`config.mk`:
```
export PLATFORM = sky130hd
export DESIGN_NAME = refresh_burst_sched
export DESIGN_NICKNAME = d
export VERILOG_FILES = /design/src/rtl/refresh_pkg.sv /design/src/rtl/rfs_ctrl_reg.sv /design/src/rtl/rfs_period_timer.sv /design/src/rtl/rfs_pending_ctr.sv /design/src/rtl/refresh_burst_sched.sv
export SDC_FILE = /design/constraint.sdc
export NUM_CORES = 1
export LEC_CHECK = 0
export BUFFER_PORTS_ARGS = -buffer_cell sky130_fd_sc_hd__buf_2
export CAP_MARGIN = 20
export CORE_MARGIN = 2
export CORE_UTILIZATION = 50
export DETAILED_ROUTE_END_ITERATION = 7
export PLACE_DENSITY = 0.8
export SLEW_MARGIN = 20
export SYNTH_ARGS = -nofsm -noshare
export SYNTH_HDL_FRONTEND = slang
export SYNTH_HIERARCHICAL = 1
export SYNTH_SLANG_ARGS = --single-unit
```
`constraint.sdc`:
```
create_clock -name clk -period 3.7 [get_ports clk]
set_input_delay 0.37 -clock clk [delete_from_list [all_inputs] [get_ports clk]]
set_output_delay 0.37 -clock clk [all_outputs]
set_load 0.05 [all_outputs]
```
`src/rtl/refresh_pkg.sv`:
```
package refresh_pkg;
    parameter int PERIOD_W = 16;
    parameter int BURST_W  = 4;
    localparam int CTRL_W  = PERIOD_W + BURST_W;

    typedef struct packed {
        logic [BURST_W-1:0]  burst;
        logic [PERIOD_W-1:0] period;
    } rfs_ctrl_t;

    localparam rfs_ctrl_t CTRL_RESET = '{burst: BURST_W'(8), period: PERIOD_W'(16'h4000)};
endpackage

```
`src/rtl/rfs_ctrl_reg.sv`:
```
module rfs_ctrl_reg
    import refresh_pkg::*;
(
    input  logic              clk,
    input  logic              rst_n,
    input  logic              wr_en,
    input  logic [CTRL_W-1:0] wr_data,
    output rfs_ctrl_t         ctrl
);
    typedef struct packed {
        rfs_ctrl_t word;
    } state_t;

    state_t st_d, st_q;

    always_comb begin
        st_d = st_q;
        if (wr_en) st_d.word = rfs_ctrl_t'(wr_data);
    end

    always_ff @(posedge clk or negedge rst_n) begin
        if (!rst_n) st_q <= '{word: CTRL_RESET};
        else        st_q <= st_d;
    end

    assign ctrl = st_q.word;


    ctrl_load_chk: assert property (@(posedge clk) disable iff (!rst_n)
        wr_en |=> ctrl == rfs_ctrl_t'($past(wr_data)));
endmodule

```
`src/rtl/rfs_period_timer.sv`:
```
module rfs_period_timer
    import refresh_pkg::*;
(
    input  logic                clk,
    input  logic                rst_n,
    input  logic                enable,
    input  logic                restart,
    input  logic [PERIOD_W-1:0] period,
    output logic                expire
);
    typedef struct packed {
        logic [PERIOD_W-1:0] cnt;
    } state_t;

    state_t st_d, st_q;

    always_comb begin
        st_d   = st_q;
        expire = enable && !restart && (st_q.cnt == period);
        if (!enable || restart) st_d.cnt = '0;
        else if (expire)        st_d.cnt = '0;
        else                    st_d.cnt = st_q.cnt + PERIOD_W'(1);
    end

    always_ff @(posedge clk or negedge rst_n) begin
        if (!rst_n) st_q <= '0;
        else        st_q <= st_d;
    end


    restart_zero_chk: assert property (@(posedge clk) disable iff (!rst_n)
        restart |=> st_q.cnt == '0);


    count_step_chk: assert property (@(posedge clk) disable iff (!rst_n)
        (enable && !restart && !expire) |=> st_q.cnt == $past(st_q.cnt) + PERIOD_W'(1));


    hold_idle_chk: assert property (@(posedge clk) disable iff (!rst_n)
        !enable |=> st_q.cnt == '0);
endmodule

```
`src/rtl/rfs_pending_ctr.sv`:
```
module rfs_pending_ctr
    import refresh_pkg::*;
#(
    parameter int PEND_W = 6
) (
    input  logic               clk,
    input  logic               rst_n,
    input  logic               enable,
    input  logic               add_pulse,
    input  logic [BURST_W-1:0] add_amt,
    input  logic               grant,
    output logic [PEND_W-1:0]  pending,
    output logic               req
);
    localparam int              SUM_W = PEND_W + 1;
    localparam logic [SUM_W-1:0] CAP  = SUM_W'((1 << PEND_W) - 1);

    typedef struct packed {
        logic [PEND_W-1:0] pend;
    } state_t;

    state_t           st_d, st_q;
    logic             take;
    logic [SUM_W-1:0] sum;

    always_comb begin
        st_d = st_q;
        take = grant && (st_q.pend != '0);
        sum  = {1'b0, st_q.pend};
        if (add_pulse) sum = sum + SUM_W'(add_amt);
        if (take)      sum = sum - SUM_W'(1);
        if (!enable)        st_d.pend = '0;
        else if (sum > CAP) st_d.pend = CAP[PEND_W-1:0];
        else                st_d.pend = sum[PEND_W-1:0];
    end

    always_ff @(posedge clk or negedge rst_n) begin
        if (!rst_n) st_q <= '0;
        else        st_q <= st_d;
    end

    assign pending = st_q.pend;
    assign req     = (st_q.pend != '0);


    grant_dec_chk: assert property (@(posedge clk) disable iff (!rst_n)
        (enable && req && grant && !add_pulse) |=> pending == $past(pending) - PEND_W'(1));


    idle_hold_chk: assert property (@(posedge clk) disable iff (!rst_n)
        (enable && !add_pulse && !req) |=> pending == '0);


    disable_clear_chk: assert property (@(posedge clk) disable iff (!rst_n)
        !enable |=> pending == '0);


    saturate_chk: assert property (@(posedge clk) disable iff (!rst_n)
        (enable && add_pulse && add_amt != '0 && pending == CAP[PEND_W-1:0])
            |=> pending == CAP[PEND_W-1:0]);
endmodule

```
`src/rtl/refresh_burst_sched.sv`:
```
module refresh_burst_sched
    import refresh_pkg::*;
#(
    parameter int PEND_W = 6
) (
    input  logic              clk,
    input  logic              rst_n,
    input  logic              refresh_on,
    input  logic              ctrl_wr,
    input  logic [19:0]       ctrl_wdata,
    input  logic              seq_grant,
    output logic              refresh_req,
    output logic [PEND_W-1:0] refresh_pending
);
    rfs_ctrl_t ctrl;
    logic      expire;

    rfs_ctrl_reg u_ctrl (
        .clk     (clk),
        .rst_n   (rst_n),
        .wr_en   (ctrl_wr),
        .wr_data (CTRL_W'(ctrl_wdata)),
        .ctrl    (ctrl)
    );

    rfs_period_timer u_timer (
        .clk     (clk),
        .rst_n   (rst_n),
        .enable  (refresh_on),
        .restart (ctrl_wr),
        .period  (ctrl.period),
        .expire  (expire)
    );

    rfs_pending_ctr #(.PEND_W(PEND_W)) u_pend (
        .clk       (clk),
        .rst_n     (rst_n),
        .enable    (refresh_on),
        .add_pulse (expire),
        .add_amt   (ctrl.burst),
        .grant     (seq_grant),
        .pending   (refresh_pending),
        .req       (refresh_req)
    );


    zero_burst_chk: assert property (@(posedge clk) disable iff (!rst_n)
        (ctrl.burst == '0 && !refresh_req) |=> !refresh_req);
endmodule

```
### After elaboration in Yosys (flattened, before gate mapping)

Index checks and enable logic that the tools add are counted.

* register bits: 42
* bits in latches: 0
* bits in writable memories: 0
* bits in read-only memories: 0
* bits of input ports: 25
* logic and storage cells: 22
* memories kept: 0

* add/subtract/negate cells: 3
* multiply operators: 0
* divide/modulo/power cells: 0
* $lt $le $gt $ge: 1
* equality and inequality tests: 1
* shift operators: 0
* multiplexer cells: 6
* bitwise operators: 0
* reductions and logical operators: 7

Operators with widths (number)
* $mux W16: 2
* $add A16 B1 Y16 const B: 1
* $eq A16 B16 Y1: 1
* $mux W7: 2
* $mux W6: 2
* $add A6 B4 Y7: 1
* $gt A7 B6 Y1 const B: 1
* $sub A7 B1 Y7 const B: 1
* $reduce_bool A6 Y1: 1
* $logic_and A1 B1 Y1: 3
* $logic_not A1 Y1: 2
* $logic_or A1 B1 Y1: 1

### Depth between registers and ports, before layout

* depth in word-level cells: 9
* depth in mapped cells: 14
* mapped depth without buffers: 11

### Cells and area by module

The synthesis kept the hierarchy.

Modules (own cells, without submodules)
* rfs_period_timer: times used 1, cells an instance 112, area an instance 1103.6 um^2, sequential area each 400.4 um^2
* rfs_ctrl_reg: times used 1, cells an instance 42, area an instance 825.8 um^2, sequential area each 503.0 um^2
* rfs_pending_ctr: times used 1, cells an instance 75, area an instance 716.9 um^2, sequential area each 150.1 um^2

### Worst setup path after synthesis

Ideal clock, no wire load.

* kind: flip-flop to flip-flop
* start point: register u_ctrl.st_q, in the netlist u_ctrl/ctrl[14]
* end point: register u_pend.st_q, in the netlist u_pend/pending[0]
* arrival: 2953 ps
* required time: 3576 ps
* slack: 623 ps
* cell stages (with the launch flop): 13
* path through: dfstp_2 > xnor2_1 > nand4_1 > nor4_4 > buf_6 > and2_1 > buf_2 > mux2i_1 > ha_1 > and3_1 > o31ai_2 > o21a_1 > o31a_1

RTL lines
* start: declaration: RTL line rfs_ctrl_reg.sv:14 `state_t st_d, st_q;`
* start signal: assignment: RTL line rfs_ctrl_reg.sv:22 `if (!rst_n) st_q <= '{word: CTRL_RESET};`
* start signal: assignment: RTL line rfs_ctrl_reg.sv:23 `else st_q <= st_d;`
* end signal: assignment: RTL line rfs_pending_ctr.sv:39 `else st_q <= st_d;`
* end: declaration: RTL line rfs_pending_ctr.sv:22 `state_t st_d, st_q;`

==> flow_summary.json <==
{
  "synth_cell_type_count": 55,
  "seqPwrFrac": 0.385,
  "synth.cell_area_mm2": 0.00265,
  "start_util": 0.518,
  "num-nets-final": 290,
  "hp-class": "in -> async",
  "timing.max_slew.rel_slack": 0.372,
  "drt_iter0_markers": 183,
  "setup-tns-final_ns": 0,
  "track_usage": 0.200,
  "period_minus_slack_ns": 3.14,
  "final_common_cell": "dfrtp_1",
  "routabilityCongestion": 0.830,
  "num_rows": 26,
  "ios": 32,
  "hold_buffers": 0,
  "numCtsBuffers": 5,
  "antenna_left": 0,
  "synth-async-reset-ratio": 1.00,
  "p_per_area_mw_per_mm2": 499,
  "cts_root_buf": "clkbuf_8",
  "wl_per_cell_um": 17.1,
  "rsz0062_at_grt": "no",
  "outcome": "complete, no violations",
  "grt_pass1_vias": 2019,
  "cts_tree": "done",
  "vias_per_cell": 5.81,
  "synth_warnings": 6,
  "grt.overflow.total": 0,
  "grt_pass1_wl_mm": 9.47,
  "diodes": 0,
  "ys.flop_type": "dfrtp_1",
  "clockBufferDepth": 2,
  "path_max_fanout": 11,
  "fmax_ghz": 0.319,
  "power.leakage_nw": 1.22,
  "io_buffers": 31,
  "power_switching_uw": 533,
  "fp.dieArea_mm2": 0.00589,
  "post-route-period-util": 0.848,
  "drive_above_1_share": 0.318,
  "whs_ns": 0.218,
  "synth_edf_count": 0,
  "area_growth_pct": 11.0,
  "antenna_found_initial": 0,
  "drc_errors": 0,
  "ir_drop_uv": 369,
  "drv_cap": 0,
  "final_cell_mix": "dfrtp_1 (40), buf_2 (31), xnor2_1 (28)",
  "post_cts_resized": 0,
  "first_pass_iters": 4,
  "clock_skew_ns": 0.00669,
  "p_comb_frac": 0.365,
  "switching_share": 0.363,
  "cp.arrival_ns": 3.32,
  "die_x_um": 76.8,
  "synth_nets": 261,
  "power_frac_clock": 0.250,
  "drv_slew": 0,
  "grt_max_degree": 43,
  "clkLatencyLatePin_ns": 0.29,
  "numClockSinks": 42,
  "synth_seq_cells": 42,
  "die_h_um": 76.8,
  "wirelength_mm": 5.61,
  "synthTopCellsByArea": "dfrtp_1 (38%), mux2_4 (11%), xnor2_1 (9.3%), a211oi_1 (2.8%), ha_1 (2.8%)",
  "clkTransAtPathRegs_ns": 0.08,
  "worstPathRequired_ns": 3.88,
  "reg2reg_setup_slack_ns": 0.56,
  "internal_power_uw": 933,
  "synthCells": 229,
  "dp_hpwl_mm": 3.99,
  "post_cts_buffers": 0,
  "worstSetupPathType": "reg -> reg",
  "htreeDepth": 2,
  "hold_viol_final": 0,
  "ys_seq_area_frac": 0.398,
  "yosys.area.top_type_share": 0.378,
  "worst_pin_slew_ns": 0.941,
  "routed-via-count": 1906,
  "syn_avg_cell_area_um2": 11.6,
  "finalSetupViolCount": 0,
  "start_kind": "flop",
  "crit_path_end_kind": "flop",
  "synth_top_area_cell": "dfrtp_1",
  "coreArea_mm2": 0.00511
}
==> area by class of cell <==
class,instances,area (um^2)
Fill cell,436,2170
Multi-Input combinational cell,169,1480
Sequential cell,42,1050
Timing Repair Buffer,34,178
Tap cell,70,87.6
Clock buffer,6,82.6
Clock inverter,1,30.0
Inverter,6,22.5
==> critical path, cell delays in order (launching register included) <==
cell and delay (ns):
dfrtp_1 0.52, xnor2_2 0.15, nand4_1 0.18, nor4_4 0.34
and2_1 0.39, mux2i_1 0.37, ha_1 0.23, and3_1 0.21
o31ai_2 0.11, o21a_1 0.23, o31a_1 0.30
==> cell usage after synthesis, types with 3 or more instances <==
cell type	instances
nand4_1	9
mux2_4	20
ha_1	6
o21a_1	4
buf_6	5
nand3_1	3
a21oi_1	7
buf_2	4
nor4_2	3
inv_1	6
nor2_1	4
o31a_1	5
nor4_1	3
xnor2_1	28
a211oi_1	10
dfrtp_1	40
o21ai_0	4
nand2_1	12
nor3_1	6
mux2i_1	3
xor2_1	6
==> state kept, by name (all words and copies together) (netlist names) <==
register	cells
u_pend/pending	6
u_timer/st_q	16
u_ctrl/ctrl	20
==> metal layers <==
| layer | wire length, um | vias up | part of all wire | GRT usage |
|---|---|---|---|---|
| met5 | 0 | - | 0 | 0 |
| met4 | 121 | 0 | 0.022 | 0.0727 |
| met3 | 265 | 14 | 0.047 | 0.0424 |
| met2 | 2820 | 66 | 0.50 | 0.341 |
| met1 | 2400 | 936 | 0.43 | 0.248 |
| li1 | - | 890 | - | - |
==> metrics by stage <==
step | total power [mW] | worst slack [ns] | cells | util | cell area [um^2]
final | 1.47 | 0.563 | 328 | 0.575 | 2940
after global routing | 1.55 | 0.377 | 328 | 0.575 | 2940
after detailed placement | 1.10 | 0.531 | 321 | 0.553 | 2820
after CTS | 1.48 | 0.606 | 328 | 0.575 | 2940
after global placement | 1.09 | 0.682 | 321 | 0.553 | 2820
after floorplan | 0.977 | 0.623 | 229 | - | 2650
==> power groups by stage <==
stage | combinational [mW] | sequential, mW | clock (mW)
after floorplan | 0.350 | 0.627 | 0
after global placement | 0.517 | 0.572 | 0
after detailed placement | 0.530 | 0.572 | 0
after CTS | 0.533 | 0.565 | 0.380
after global routing | 0.581 | 0.571 | 0.402
final | 0.535 | 0.564 | 0.367
==> worst paths after layout <==
check / startpoint / endpoint / depth (start not counted)
worst max-delay path: u_timer/st_q[5] / u_pend/pending[1] / 10
worst min-delay path: rst_n / u_ctrl/ctrl[11] / 1
worst max register to register: u_timer/st_q[5] / u_pend/pending[1] / 10
worst min register to register: u_timer/st_q[0] / u_timer/st_q[0] / 1
max in group asynchronous: rst_n / u_timer/st_q[5] / 1
min in group clk: ctrl_wdata[14] / u_ctrl/ctrl[14] / 2
==> cells by family (layout without fill, tap and decap cells) <==
| kind of cell | after synthesis | after routing | share of synthesized area |
|---|---|---|---|
| flops | 42 | 42 | 0.398 |
| compound gates | 46 | 46 | 0.138 |
| mux | 23 | 23 | 0.125 |
| xor+xnor | 35 | 35 | 0.119 |
| fa+ha+maj | 7 | 7 | 0.0359 |
| buf+inv | 18 | 47 | 0.0416 |
| simple gates | 58 | 58 | 0.143 |
(Power assumes the default switching activity.)
